$ cat src/rtl/mpr_pkg.sv
package mpr_pkg;
  typedef enum logic [1:0] {
    ST_IDLE  = 2'd0,
    ST_START = 2'd1,
    ST_BITS  = 2'd2
  } rx_st_e;

  // frame passes the address filter
  function automatic logic mpr_pass(input logic filt, input logic mpb);
    return !filt || mpb;
  endfunction
endpackage

$ cat src/rtl/mpr_sync.sv
module mpr_sync #(
  parameter int STAGES = 2
) (
  input  logic clk_i,
  input  logic rst_ni,
  input  logic d_i,
  output logic q_o
);
  logic [STAGES-1:0] sr_q;

  always_ff @(posedge clk_i or negedge rst_ni) begin
    if (!rst_ni) sr_q <= '1;
    else         sr_q <= {sr_q[STAGES-2:0], d_i};
  end

  assign q_o = sr_q[STAGES-1];
endmodule

$ cat src/rtl/mpr_sampler.sv
module mpr_sampler
  import mpr_pkg::*;
#(
  parameter int DATA_W = 8,
  parameter int OVS    = 16
) (
  input  logic              clk_i,
  input  logic              rst_ni,
  input  logic              rx_i,
  input  logic              tick_i,
  output logic              frm_v_o,
  output logic [DATA_W-1:0] frm_data_o,
  output logic              frm_mpb_o,
  output logic              frm_stop_o
);
  localparam int CNT_W = $clog2(OVS);
  localparam int HALF  = OVS / 2;
  localparam int NBITS = DATA_W + 2;          // data, marker, stop
  localparam int IDX_W = $clog2(NBITS);

  rx_st_e            st_q;
  logic [CNT_W-1:0]  cnt_q;
  logic [IDX_W-1:0]  idx_q;
  logic [DATA_W:0]   sh_q;
  logic              v_q, stop_q;

  always_ff @(posedge clk_i or negedge rst_ni) begin
    if (!rst_ni) begin
      st_q   <= ST_IDLE;
      cnt_q  <= '0;
      idx_q  <= '0;
      sh_q   <= '0;
      v_q    <= 1'b0;
      stop_q <= 1'b1;
    end else begin
      v_q <= 1'b0;
      if (tick_i) begin
        unique case (st_q)
          ST_IDLE: begin
            if (!rx_i) begin
              st_q  <= ST_START;
              cnt_q <= '0;
            end
          end
          ST_START: begin
            if (cnt_q == CNT_W'(HALF - 1)) begin
              cnt_q <= '0;
              idx_q <= '0;
              st_q  <= rx_i ? ST_IDLE : ST_BITS;
            end else begin
              cnt_q <= cnt_q + 1'b1;
            end
          end
          ST_BITS: begin
            if (cnt_q == CNT_W'(OVS - 1)) begin
              cnt_q <= '0;
              if (idx_q == IDX_W'(NBITS - 1)) begin
                v_q    <= 1'b1;
                stop_q <= rx_i;
                st_q   <= ST_IDLE;
              end else begin
                sh_q  <= {rx_i, sh_q[DATA_W:1]};   // LSB first
                idx_q <= idx_q + 1'b1;
              end
            end else begin
              cnt_q <= cnt_q + 1'b1;
            end
          end
          default: st_q <= ST_IDLE;
        endcase
      end
    end
  end

  assign frm_v_o    = v_q;
  assign frm_data_o = sh_q[DATA_W-1:0];
  assign frm_mpb_o  = sh_q[DATA_W];
  assign frm_stop_o = stop_q;
endmodule

$ cat src/rtl/mpr_regs.sv
module mpr_regs
  import mpr_pkg::*;
#(
  parameter int DATA_W = 8
) (
  input  logic              clk_i,
  input  logic              rst_ni,
  input  logic              frm_v_i,
  input  logic [DATA_W-1:0] frm_data_i,
  input  logic              frm_mpb_i,
  input  logic              frm_stop_i,
  input  logic              filt_set_i,
  input  logic              full_clr_i,
  input  logic              err_clr_i,
  output logic [DATA_W-1:0] data_o,
  output logic              mpb_o,
  output logic              full_o,
  output logic              irq_o,
  output logic              filt_o,
  output logic              ferr_o,
  output logic              ovr_o
);
  logic pass, good, busy, load;

  assign pass = frm_v_i && mpr_pass(filt_o, frm_mpb_i);
  assign good = pass && frm_stop_i;
  assign busy = full_o && !full_clr_i;        // a same-cycle clear frees the register
  assign load = good && !busy;

  always_ff @(posedge clk_i or negedge rst_ni) begin
    if (!rst_ni) begin
      data_o <= '0;
      mpb_o  <= 1'b0;
      full_o <= 1'b0;
      irq_o  <= 1'b0;
      filt_o <= 1'b0;
      ferr_o <= 1'b0;
      ovr_o  <= 1'b0;
    end else begin
      irq_o <= load;
      if (load) begin
        data_o <= frm_data_i;
        mpb_o  <= frm_mpb_i;
      end
      if (load)            full_o <= 1'b1;
      else if (full_clr_i) full_o <= 1'b0;

      if (filt_set_i)                filt_o <= 1'b1;
      else if (good && frm_mpb_i)    filt_o <= 1'b0;

      if (pass && !frm_stop_i) ferr_o <= 1'b1;
      else if (err_clr_i)      ferr_o <= 1'b0;

      if (good && busy)        ovr_o <= 1'b1;
      else if (err_clr_i)      ovr_o <= 1'b0;
    end
  end
endmodule

$ cat src/rtl/mp_uart_rx.sv
module mp_uart_rx #(
  parameter int DATA_W = 8,
  parameter int OVS    = 16,
  parameter int SYNC_N = 2
) (
  input  logic              clk_i,
  input  logic              rst_ni,
  input  logic              rxd_i,
  input  logic              baud_tick_i,
  input  logic              filt_set_i,
  input  logic              full_clr_i,
  input  logic              err_clr_i,
  output logic [DATA_W-1:0] data_o,
  output logic              mpb_o,
  output logic              full_o,
  output logic              irq_o,
  output logic              filt_o,
  output logic              frame_err_o,
  output logic              overrun_o
);
  logic              rx_s;
  logic              frm_v, frm_mpb, frm_stop;
  logic [DATA_W-1:0] frm_data;

  mpr_sync #(.STAGES(SYNC_N)) u_sync (
    .clk_i (clk_i),
    .rst_ni(rst_ni),
    .d_i   (rxd_i),
    .q_o   (rx_s)
  );

  mpr_sampler #(.DATA_W(DATA_W), .OVS(OVS)) u_smp (
    .clk_i     (clk_i),
    .rst_ni    (rst_ni),
    .rx_i      (rx_s),
    .tick_i    (baud_tick_i),
    .frm_v_o   (frm_v),
    .frm_data_o(frm_data),
    .frm_mpb_o (frm_mpb),
    .frm_stop_o(frm_stop)
  );

  mpr_regs #(.DATA_W(DATA_W)) u_regs (
    .clk_i     (clk_i),
    .rst_ni    (rst_ni),
    .frm_v_i   (frm_v),
    .frm_data_i(frm_data),
    .frm_mpb_i (frm_mpb),
    .frm_stop_i(frm_stop),
    .filt_set_i(filt_set_i),
    .full_clr_i(full_clr_i),
    .err_clr_i (err_clr_i),
    .data_o    (data_o),
    .mpb_o     (mpb_o),
    .full_o    (full_o),
    .irq_o     (irq_o),
    .filt_o    (filt_o),
    .ferr_o    (frame_err_o),
    .ovr_o     (overrun_o)
  );
endmodule

$ cat config.mk
export PLATFORM = sky130hd
export DESIGN_NAME = mp_uart_rx
export DESIGN_NICKNAME = d
export VERILOG_FILES = /design/src/rtl/mpr_pkg.sv /design/src/rtl/mpr_sync.sv /design/src/rtl/mpr_sampler.sv /design/src/rtl/mpr_regs.sv /design/src/rtl/mp_uart_rx.sv
export SDC_FILE = /design/constraint.sdc
export NUM_CORES = 1
export LEC_CHECK = 0
export ABC_CLOCK_PERIOD_IN_PS = 1900
export BUFFER_PORTS_ARGS = -buffer_cell sky130_fd_sc_hd__buf_4
export CAP_MARGIN = 30
export CORE_ASPECT_RATIO = 0.5
export CORE_MARGIN = 3
export CORE_UTILIZATION = 27
export CTS_BUF_LIST = sky130_fd_sc_hd__clkbuf_4 sky130_fd_sc_hd__clkbuf_8 sky130_fd_sc_hd__clkbuf_16
export DETAILED_ROUTE_END_ITERATION = 7
export GPL_ROUTABILITY_DRIVEN = 0
export SYNTH_ARGS = -nofsm -noshare
export SYNTH_HDL_FRONTEND = slang
export SYNTH_SLANG_ARGS = --single-unit
$ cat constraint.sdc
create_clock -name clk_i -period 1.9 [get_ports clk_i]
set_clock_uncertainty 0.2 [all_clocks]
set_input_delay 0.19 -clock clk_i [delete_from_list [all_inputs] [get_ports clk_i]]
set_output_delay 0.19 -clock clk_i [all_outputs]
set_load 0.02 [all_outputs]
==> results_dict.tcl <==
set metrics [dict create \
    ir_worst_vdd_uv 370 \
    wire_per_inst_microns 12.7 \
    critical_path_class "reg -> reg" \
    grt_pass1_wl_microns 5140 \
    maxCapViolCount 0 \
    die_w_microns 117 \
    grt_overflow_total 0 \
    vias 1125 \
    dp_hpwl_microns 2110 \
    cts_made_buffers 5 \
    power_mw 2.13 \
    pin_count 21 \
    ant_nets 0 \
    route.top_layer_used "met4" \
    yosysUniqueCellTypes 32 \
    grt_util_all_layers 0.0941 \
    drtPass1Iterations 4 \
    cts_tree "yes" \
    wl_met1_microns 1420 \
    area_growth_syn_to_layout_pct 33.2 \
    async_flop_share 1.00 \
    drc 0 \
    fmax_mhz 536 \
    drt-vias-per-instance 4.59 \
    ys_warn_count 0 \
    cts_sinks 37 \
    start_kind "flop" \
    path_clk_slew_ns 0.06 \
    synth_area_leaders "dfrtp_1 52%, mux2_2 14%, dfstp_2 4.8%" \
    port_buffers 20 \
    wl_met2_microns 1570 \
    timing.final.crit_period_ns 1.87 \
    synth_area_sq_um 1650 \
    h-tree-depth 2 \
    num_antenna_cells 0 \
    row_count 19 \
    grt_pass1_vias 1097 \
    grt_max_degree 38 \
    synth_largest_area_cell "dfrtp_1" \
    synth_ff_type "dfrtp_1" \
    drtIter0Drc 21 \
    wirelength_microns 3110 \
    clk_path_buf_depth 2 \
    path_max_fanout 4 \
    antenna_found_initial 0 \
    hp-class "in -> reg" \
    syn_area_per_cell_sq_um 12.4 \
    fill_cells 527 \
    ys_seq_elements 37 \
    status "finished clean" \
    die-area_sq_um 7140 \
    dieHeight_microns 61.3 \
    tightest_slew_ns 0.459 \
    syn-instance-count 133 \
    fin_cells 245 \
    power_per_cell_area_nw_per_um2 969 \
    slew_violations 0 \
    syn_nets 146 \
    period_share 0.982 \
    fin_area_sq_um 2200 \
    initial_core_util 0.290 \
    layout-drive-gt1-share 0.395 \
    slew_headroom 0.694 \
    place_area_sq_um 1950 \
    required_ns 1.86 \
    yosys.area.top_type_share 0.516 \
    postLayoutCoreUtil 0.387 \
    synth_edf_count 0 \
    clock_latency_ns 0.28 \
    wl_met3_microns 104 \
    seq_area_frac_synth 0.563 \
    fin_nets 184 \
    leakage_nw 1.08 \
    core_sq_um 5680 \
    root_buffer "clkbuf_16" \
    cp.arrival_ns 1.83 \
    dp_cells 231 \
    hold_viol 0 \
    setup_viol 0 \
    crit_path_end_kind "flop" \
]
## metal layers
metal | vias up | track usage
met5 | - | 0
met4 | 0 | 0.0343
met3 | 2 | 0.0402
met2 | 8 | 0.156
met1 | 562 | 0.112
li1 | 553 | -
## flip-flops by register name, indices dropped and copies added, names as in the netlist, 2 cells and up
register	cells
u_smp.sh_q	9
u_regs.data_o	8
u_smp.cnt_q	4
u_smp.idx_q	4
u_smp.st_q	2
u_sync.sr_q	2
## final cells by class
| type | count | area, sq um | area share |
|---|---|---|---|
| Timing Repair Buffer | 32 | 267 | 0.121 |
| Tap cell | 73 | 91.3 | 0.0415 |
| Sequential cell | 37 | 930 | 0.423 |
| Clock buffer | 5 | 125 | 0.0569 |
| Multi-Input combinational cell | 88 | 716 | 0.326 |
| Inverter | 7 | 26.3 | 0.0120 |
| Clock inverter | 3 | 43.8 | 0.0199 |
## cells in the mapped netlist (2+ instances only)
master	n
nand3_1	2
a21o_1	2
nand2_1	14
a21oi_1	2
ha_1	6
inv_1	7
o22ai_1	2
nor2_1	3
o211ai_1	5
dfstp_2	3
dfrtp_1	34
nand4b_1	3
mux2_2	20
nand3b_1	3
nand2b_1	3
o21ai_0	8
## what timing repair did
action,CTS,global route
hold buffers,4,0
setup buffers,0,1
resized for setup,1,6
endpoints found under the hold margin,38,0
pin swaps,0,3
setup endpoints to repair,9,14
cloned,0,1
## critical path: stages, from the launching register on
cell	delay, ns
dfrtp_1	0.38
inv_1	0.09
ha_2	0.19
nand2_1	0.06
or2_4	0.30
nor2_4	0.18
mux2_2	0.35
## worst paths after layout
| path | start | endpoint | slack [ns] | cells past startpoint |
|---|---|---|---|---|
| max in group asynchronous | rst_ni | u_smp.frm_stop_o | 0.95 | 2 |
| setup / recovery | u_smp.st_q[0] | u_smp.sh_q[8] | 0.03 | 6 |
| setup reg to reg | u_smp.st_q[0] | u_smp.sh_q[8] | 0.03 | 6 |
| hold reg to reg | u_sync.sr_q[0] | u_sync.sr_q[1] | 0.15 | 0 |
| min in group asynchronous | rst_ni | u_smp.cnt_q[3] | 0.21 | 2 |
| hold / removal | full_clr_i | u_regs.full_o | 0.02 | 3 |
## cell usage in the layout, fill, tap and decap left out, types with 4 or more instances in the layout
cell type	netlist	final
buf_4	1	26
clkbuf_16	0	5
dfrtp_1	34	34
dlygate4sd3_1	0	4
inv_1	7	7
mux2_2	20	20
nand2_1	14	14
o211ai_1	5	5
o21ai_0	8	7
## power breakdown
group	total (mW)	leakage [nW]	switching (mW)	internal, mW
combinational	0.267	0.521	0.132	0.135
clock	0.936	0.0842	0.316	0.620
sequential	0.927	0.473	0.0738	0.853
total	2.13	1.08	0.522	1.61
## through the flow
step	hold slack [ns]	worst slack (ns)	TNS [ns]
after CTS	0.00945	0.00802	0
after global routing	0.0257	-0.0290	-0.135
after floorplan	-0.306	0.0588	0
final	0.0160	0.0342	0
after global placement	-0.0223	0.0592	0
after detailed placement	-0.0158	-0.0112	-0.0532
## cell families after synthesis
group	count (synthesis)	synth area share
buffers and inverters	9	0.0227
AND/OR/NAND/NOR	36	0.130
XOR/XNOR	1	0.00531
multiplexers	21	0.143
flip-flops	37	0.563
AO/OA/AOI/OAI	23	0.0910
adder cells (fa/ha/maj)	6	0.0455
No activity file was read; power rests on OpenSTA's default activity.
